**config.mk**
```make
export PLATFORM = sky130hd
export DESIGN_NAME = dac_serial_frontend
export DESIGN_NICKNAME = d
export VERILOG_FILES = /design/src/rtl/dacif_pkg.sv /design/src/rtl/dacif_sync.sv /design/src/rtl/dacif_frame.sv /design/src/rtl/dacif_regs.sv /design/src/rtl/dacif_sdo.sv /design/src/rtl/dac_serial_frontend.sv
export SDC_FILE = /design/constraint.sdc
export NUM_CORES = 1
export LEC_CHECK = 0
export ABC_AREA = 1
export BUFFER_PORTS_ARGS = -buffer_cell sky130_fd_sc_hd__buf_4
export CORE_ASPECT_RATIO = 0.75
export CORE_MARGIN = 1
export CORE_UTILIZATION = 45
export CTS_CLUSTER_DIAMETER = 60
export DETAILED_ROUTE_END_ITERATION = 10
export HOLD_SLACK_MARGIN = 0.02
export MAX_ROUTING_LAYER = met4
export SLEW_MARGIN = 20
export SYNTH_ARGS = -nofsm -noshare
export SYNTH_HDL_FRONTEND = slang
export SYNTH_SLANG_ARGS = --single-unit
```
**constraint.sdc**
```tcl
create_clock -name clk -period 4.4 [get_ports clk]
set_clock_uncertainty 0.15 [all_clocks]
set_input_delay 0.44 -clock clk [delete_from_list [all_inputs] [get_ports clk]]
set_output_delay 0.44 -clock clk [all_outputs]
set_load 0.03 [all_outputs]
```
**src/rtl/dacif_pkg.sv**
```systemverilog
package dacif_pkg;

   localparam int unsigned ADDR_BITS = 8;

   localparam logic [ADDR_BITS-1:0] ADR_DATA = 8'h01;
   localparam logic [ADDR_BITS-1:0] ADR_READ = 8'h02;
   localparam logic [ADDR_BITS-1:0] ADR_CTRL = 8'h55;

   typedef enum logic [1:0] {
      RB_DATA = 2'd0,
      RB_CTRL = 2'd1,
      RB_STAT = 2'd2,
      RB_NONE = 2'd3
   } rb_sel_e;

   typedef struct packed {
      logic       chain;
      logic [2:0] range;
   } ctrl_t;

endpackage

```
**src/rtl/dacif_sync.sv**
```systemverilog
module dacif_sync #(
   parameter int unsigned W      = 1,
   parameter int unsigned STAGES = 2
) (
   input  logic         clk,
   input  logic         rst_n,
   input  logic [W-1:0] async_i,
   output logic [W-1:0] sync_o
);

   logic [W-1:0] stg [STAGES];

   always_ff @(posedge clk or negedge rst_n) begin
      if (!rst_n) stg[0] <= '0;
      else        stg[0] <= async_i;
   end

   for (genvar g = 1; g < STAGES; g++) begin : g_stage
      always_ff @(posedge clk or negedge rst_n) begin
         if (!rst_n) stg[g] <= '0;
         else        stg[g] <= stg[g-1];
      end
   end

   assign sync_o = stg[STAGES-1];

endmodule

```
**src/rtl/dacif_frame.sv**
```systemverilog
module dacif_frame #(
   parameter int unsigned FRAME_W = 24
) (
   input  logic               clk,
   input  logic               rst_n,
   input  logic               sclk_s,
   input  logic               latch_s,
   input  logic               sdin_s,
   output logic [FRAME_W-1:0] word_o,
   output logic               sclk_fall_o,
   output logic               commit_o
);

   logic               sclk_d;
   logic               latch_d;
   logic               sclk_rise;
   logic [FRAME_W-1:0] word_q;

   always_ff @(posedge clk or negedge rst_n) begin
      if (!rst_n) begin
         sclk_d  <= 1'b0;
         latch_d <= 1'b0;
      end else begin
         sclk_d  <= sclk_s;
         latch_d <= latch_s;
      end
   end

   assign sclk_rise   = sclk_s & ~sclk_d;
   assign sclk_fall_o = ~sclk_s & sclk_d;
   assign commit_o    = latch_s & ~latch_d;

   always_ff @(posedge clk or negedge rst_n) begin
      if (!rst_n)         word_q <= '0;
      else if (sclk_rise) word_q <= {word_q[FRAME_W-2:0], sdin_s};
   end

   assign word_o = word_q;


   shift_in_chk: assert property (@(posedge clk) disable iff (!rst_n)
      sclk_rise |=> word_q[0] == $past(sdin_s));

endmodule

```
**src/rtl/dacif_regs.sv**
```systemverilog
module dacif_regs
   import dacif_pkg::*;
#(
   parameter int unsigned FRAME_W = 24,
   parameter int unsigned ADDR_W  = 8,
   parameter int unsigned DATA_W  = 16,
   parameter int unsigned CODE_W  = 12
) (
   input  logic               clk,
   input  logic               rst_n,
   input  logic               commit_i,
   input  logic [FRAME_W-1:0] word_i,
   input  logic               open_s,
   input  logic               ot_s,
   input  logic               clear_i,
   input  logic               clear_sel_i,
   output logic [CODE_W-1:0]  code_o,
   output logic               fault_n_o,
   output logic               chain_next_o,
   output logic               rb_req_o,
   output logic [DATA_W-1:0]  rb_data_o
);

   localparam int unsigned CODE_LSB = DATA_W - CODE_W;
   localparam logic [CODE_W-1:0] MID_CODE = {1'b1, {(CODE_W-1){1'b0}}};

   logic [ADDR_W-1:0] addr;
   logic [DATA_W-1:0] payload;
   logic [DATA_W-1:0] data_q;
   ctrl_t             ctrl_q;
   logic              cur_rng;
   logic              fault_n_q;
   logic [CODE_W-1:0] clear_val;

   assign addr    = word_i[FRAME_W-1 -: ADDR_W];
   assign payload = word_i[DATA_W-1:0];
   assign cur_rng = ctrl_q.range[2];

   always_ff @(posedge clk or negedge rst_n) begin
      if (!rst_n) begin
         data_q <= '0;
         ctrl_q <= '0;
      end else if (commit_i) begin
         if (addr == ADR_DATA) data_q <= payload;
         if (addr == ADR_CTRL) ctrl_q <= ctrl_t'(payload[3:0]);
      end
   end

   always_comb begin
      if (cur_rng || !clear_sel_i) clear_val = '0;
      else                         clear_val = MID_CODE;
   end

   assign code_o = clear_i ? clear_val : data_q[DATA_W-1:CODE_LSB];

   always_ff @(posedge clk or negedge rst_n) begin
      if (!rst_n) fault_n_q <= 1'b1;
      else        fault_n_q <= ~(ot_s | (open_s & cur_rng));
   end

   assign fault_n_o = fault_n_q;

   assign chain_next_o = (addr == ADR_CTRL) ? payload[3] : ctrl_q.chain;
   assign rb_req_o     = (addr == ADR_READ);

   always_comb begin
      case (rb_sel_e'(payload[1:0]))
         RB_DATA: rb_data_o = data_q;
         RB_CTRL: rb_data_o = {{(DATA_W-4){1'b0}}, ctrl_q};
         RB_STAT: rb_data_o = {{(DATA_W-2){1'b0}}, ot_s, open_s};
         default: rb_data_o = '0;
      endcase
   end


   data_commit_chk: assert property (@(posedge clk) disable iff (!rst_n)
      commit_i && addr == ADR_DATA |=> data_q == $past(payload));


   unknown_ignore_chk: assert property (@(posedge clk) disable iff (!rst_n)
      commit_i && addr != ADR_DATA && addr != ADR_CTRL |=> $stable(data_q) && $stable(ctrl_q));


   clear_volt_chk: assert property (@(posedge clk) disable iff (!rst_n)
      clear_i && !cur_rng |-> code_o == (clear_sel_i ? MID_CODE : '0));


   clear_curr_chk: assert property (@(posedge clk) disable iff (!rst_n)
      clear_i && cur_rng |-> code_o == '0);


   overtemp_fault_chk: assert property (@(posedge clk) disable iff (!rst_n)
      ot_s |=> !fault_n_q);

endmodule

```
**src/rtl/dacif_sdo.sv**
```systemverilog
module dacif_sdo #(
   parameter int unsigned FRAME_W = 24,
   parameter int unsigned DATA_W  = 16
) (
   input  logic               clk,
   input  logic               rst_n,
   input  logic               commit_i,
   input  logic               sclk_fall_i,
   input  logic [FRAME_W-1:0] word_i,
   input  logic               chain_next_i,
   input  logic               rb_req_i,
   input  logic [DATA_W-1:0]  rb_data_i,
   output logic               sdo_o,
   output logic               sdo_oe_o
);

   localparam int unsigned PAD_W = FRAME_W - DATA_W;

   logic [FRAME_W-1:0] out_q;
   logic               oe_q;

   always_ff @(posedge clk or negedge rst_n) begin
      if (!rst_n) begin
         out_q <= '0;
         oe_q  <= 1'b0;
      end else if (commit_i) begin
         if (chain_next_i) begin
            out_q <= word_i;
            oe_q  <= 1'b1;
         end else if (rb_req_i) begin
            out_q <= {{PAD_W{1'b0}}, rb_data_i};
            oe_q  <= 1'b1;
         end else begin
            oe_q  <= 1'b0;
         end
      end else if (sclk_fall_i) begin
         out_q <= {out_q[FRAME_W-2:0], 1'b0};
      end
   end

   assign sdo_o    = oe_q & out_q[FRAME_W-1];
   assign sdo_oe_o = oe_q;


   reply_hold_chk: assert property (@(posedge clk) disable iff (!rst_n)
      !commit_i && !sclk_fall_i |=> $stable(out_q));


   reply_release_chk: assert property (@(posedge clk) disable iff (!rst_n)
      commit_i && !chain_next_i && !rb_req_i |=> !oe_q);


   chain_echo_chk: assert property (@(posedge clk) disable iff (!rst_n)
      commit_i && chain_next_i |=> oe_q && out_q == $past(word_i));

endmodule

```
**src/rtl/dac_serial_frontend.sv**
```systemverilog
module dac_serial_frontend #(
   parameter int unsigned FRAME_W     = 24,
   parameter int unsigned ADDR_W      = 8,
   parameter int unsigned DATA_W      = 16,
   parameter int unsigned CODE_W      = 12,
   parameter int unsigned SYNC_STAGES = 2
) (
   input  logic              clk,
   input  logic              rst_n,
   input  logic              sclk_i,
   input  logic              sdin_i,
   input  logic              latch_i,
   input  logic              clear_i,
   input  logic              clear_sel_i,
   input  logic              open_ckt_i,
   input  logic              over_temp_i,
   output logic              sdo_o,
   output logic              sdo_oe_o,
   output logic [CODE_W-1:0] code_o,
   output logic              fault_n_o
);

   localparam int unsigned N_SYNC = 5;

   if (ADDR_W != dacif_pkg::ADDR_BITS) begin : g_bad_addr
      $error("ADDR_W must match the package target width");
   end
   if (FRAME_W != ADDR_W + DATA_W) begin : g_bad_frame
      $error("FRAME_W must equal ADDR_W + DATA_W");
   end
   if (CODE_W > DATA_W || DATA_W < 4) begin : g_bad_code
      $error("CODE_W must fit in DATA_W and DATA_W must be at least 4");
   end
   if (SYNC_STAGES < 2) begin : g_bad_sync
      $error("SYNC_STAGES must be at least 2");
   end

   logic [N_SYNC-1:0]  raw_in;
   logic [N_SYNC-1:0]  syn;
   logic [FRAME_W-1:0] word;
   logic               sclk_fall;
   logic               commit;
   logic               chain_next;
   logic               rb_req;
   logic [DATA_W-1:0]  rb_data;

   assign raw_in = {over_temp_i, open_ckt_i, sdin_i, latch_i, sclk_i};

   dacif_sync #(.W(N_SYNC), .STAGES(SYNC_STAGES)) sync_i (
      .clk     (clk),
      .rst_n   (rst_n),
      .async_i (raw_in),
      .sync_o  (syn)
   );

   dacif_frame #(.FRAME_W(FRAME_W)) frame_i (
      .clk         (clk),
      .rst_n       (rst_n),
      .sclk_s      (syn[0]),
      .latch_s     (syn[1]),
      .sdin_s      (syn[2]),
      .word_o      (word),
      .sclk_fall_o (sclk_fall),
      .commit_o    (commit)
   );

   dacif_regs #(
      .FRAME_W (FRAME_W),
      .ADDR_W  (ADDR_W),
      .DATA_W  (DATA_W),
      .CODE_W  (CODE_W)
   ) regs_i (
      .clk          (clk),
      .rst_n        (rst_n),
      .commit_i     (commit),
      .word_i       (word),
      .open_s       (syn[3]),
      .ot_s         (syn[4]),
      .clear_i      (clear_i),
      .clear_sel_i  (clear_sel_i),
      .code_o       (code_o),
      .fault_n_o    (fault_n_o),
      .chain_next_o (chain_next),
      .rb_req_o     (rb_req),
      .rb_data_o    (rb_data)
   );

   dacif_sdo #(.FRAME_W(FRAME_W), .DATA_W(DATA_W)) sdo_i (
      .clk          (clk),
      .rst_n        (rst_n),
      .commit_i     (commit),
      .sclk_fall_i  (sclk_fall),
      .word_i       (word),
      .chain_next_i (chain_next),
      .rb_req_i     (rb_req),
      .rb_data_i    (rb_data),
      .sdo_o        (sdo_o),
      .sdo_oe_o     (sdo_oe_o)
   );


   idle_release_chk: assert property (@(posedge clk) disable iff (!rst_n)
      !sdo_oe_o |-> !sdo_o);

endmodule

```
==> results.cfg <==
[floorplanning]
pin_count = 24
fp.dieW_um = 107.6
core_area_um2 = 7988
start_util_pct = 47.09
die_area_um2 = 8732
fp-row-count = 28
fp.dieH_um = 81.18

[grt]
antenna_found_initial = 0
grt_pass1_vias = 2651
grt-ovfl-total = 0
grt_pass1_wl_mm = 12.94
grt_max_degree = 83
track_usage_pct = 20.20

[logic_synthesis]
syn_area_um2 = 3761
synthTopCellsByArea = dfrtp_1, nand2_1, o21ai_0
synth_seq_cells = 82
synth_cells = 478
ys_seq_area_share_pct = 54.59
ys_types = 26
syn_avg_cell_area_um2 = 7.868
yosys_warnings = 0
syn_nets = 487
synth_top_area_share_pct = 53.89
synth_top_cell_by_area = dfrtp_1

[sta]
fmax_ghz = 0.4311
setup_tns_ps = 0
finalCriticalPeriod_ps = 2320
worst_pin_slew_ps = 982.7
whs_ps = -30.99
rsz0062_at_grt = no
slew_viol_final = 0
hold_viol = 49
relSlewSlack_pct = 34.33
finalCritPeriodShare_pct = 52.72
setup-violations-final = 0

[cells_and_area]
finalInstanceArea_um2 = 4202
syn_to_final_growth_pct = 11.71
fillers = 793
nets = 506
layout-drive-gt1-share_pct = 12.75
antenna_cells = 0

[worst_setup_path]
r2r_cells = 9
r2r-start = frame_i.latch_d
critPathArrivalTime_ps = 2410
path_class = reg2reg
end_kind = flop
cp_max_fo = 41
cp-start-kind = flop
cp_data_required_time_ps = 4490
crit_start = frame_i.latch_d

[routing]
drcViolationCount = 0
wire_per_inst_um = 12.63
vias_per_cell = 4.791
routed_wl_mm = 7.668
drt-pass1-iter-count = 4
drtIter0Drc = 174
via_count = 2908
drtAntennaViolNets = 0

[pwr]
vdd_drop_max_v = 0.0001880
power_density_nw_per_um2 = 376.8
power.leakage_nw = 1.936

[clocking]
cts.sinks = 82
clock_latency_ps = 360
htree_levels = 3
cts_made_buffers = 9
clk_pin_slew_ps = 80
cts_tree = built
clockBufferDepth = 2
root_buffer = clkbuf_8

[place]
routabilityCongestion = 0.7451
io_buffers = 23
post-dp-hpwl_mm = 4.827
placedInstanceArea_um2 = 3976

[status]
violations = negative hold slack
status = complete, but fails checks

[run]
cap_violations = 0

[hold_path]
min_path_type = in2async
-- cells in the mapped netlist --
cell	instances
nand2_1	168
dfrtp_1	81
nor2_1	56
o21ai_0	52
inv_1	41
nand3_1	25
clkbuf_1	13
nor2_2	9
a21oi_1	4
nand2_2	4
buf_2	3
buf_4	3
nand2_4	3
inv_2	2
o211ai_1	2
o21ai_1	2
a21boi_2	1
buf_1	1
buf_6	1
clkbuf_2	1
dfstp_2	1
nand3_2	1
nor2_4	1
nor4_1	1
o21ai_2	1
or2_2	1
-- cell families after synthesis --
group / after synthesis / synth area share [%]
flops: 82 / 54.59
buf+inv: 65 / 7.119
simple gates: 269 / 29.64
compound gates: 62 / 8.649
-- cell usage in the layout (no fill, tap or decap), drive strengths merged --
master,synthesis,routed
a21boi,1,1
a21oi,4,4
buf,8,25
clkbuf,14,11
clkinv,0,4
dfrtp,81,81
dfstp,1,1
dlygate4sd3,0,5
inv,43,44
nand2,175,175
nand3,26,26
nor2,66,66
nor4,1,1
o211ai,2,2
o21ai,55,55
or2,1,1
-- power breakdown --
part	internal, mW	switching, mW	total (mW)
logic	0.0716	0.133	0.204
clock network	0.209	0.273	0.482
registers	0.835	0.0616	0.897
-- routing by layer --
metal	up-vias	share of wire, %	track usage [%]
li1	1507	-	-
met1	1353	53	28.53
met2	42	42	28.33
met3	6	4.9	6.019
met4	0	0.82	4.932
met5	-	0	-
-- path summary, 6_finish.rpt --
path	endpoint	slack [ps]
max	sdo_i.out_q[7]	2080
min	frame_i.word_o[19]	-30
max reg2reg	sdo_i.out_q[7]	2080
min reg2reg	sync_i.sync_o[4]	200
max in group asynchronous	sdo_i.sdo_oe_o	3630
min in group clk	sync_i.sync_o[4]	200
-- timing repair --
item | 4_1_cts | 5_1_grt
hold buffers | 4 | 1
setup buffers | 0 | 0
resized for setup | 0 | 0
hold endpoints to repair | 4 | 1
-- registers in the layout, summed over array words and instances, names as in the netlist --
name,flops
frame_i.latch_d,1
frame_i.sclk_d,1
frame_i.word_o,24
regs_i.ctrl_q,4
regs_i.data_q,16
regs_i.fault_n_o,1
sdo_i.out_q,24
sdo_i.sdo_oe_o,1
sync_i.stg,5
sync_i.sync_o,5
-- area by class of cell --
type	count	area [um2]	share of cell area (%)
flip-flops and latches	82	2053	48.87
inverters	43	161.4	3.842
multi-input cells	331	1443	34.34
clock inverters	5	40.04	0.9529
well taps	105	131.4	3.127
repair buffers	30	241.5	5.747
clock buffers	11	131.4	3.127
-- critical path, stage by stage, from the launching register on --
cell	delay, ps
dfrtp_1	380
nor2_2	100
buf_4	380
inv_1	310
nor2_2	280
nand2_4	90
nand2_4	320
nor2_1	80
nand2_1	70
nand2_1	50
-- metrics by stage --
| step | hold WS, ps | cells | total power [mW] | util, % | setup WS (ps) |
|---|---|---|---|---|---|
| after floorplan | -5.591 | 478 | 1.046 | - | 2690 |
| after CTS | 21.97 | 606 | 1.604 | 52.43 | 2071 |
| after global placement | 184.6 | 586 | 1.107 | 49.78 | 2171 |
| final | -30.99 | 607 | 1.583 | 52.60 | 2080 |
| after detailed placement | 184.7 | 586 | 1.113 | 49.78 | 2091 |
| after global routing | 27.73 | 607 | 1.680 | 52.60 | 1839 |
No activity file was read; power rests on OpenSTA's default activity.
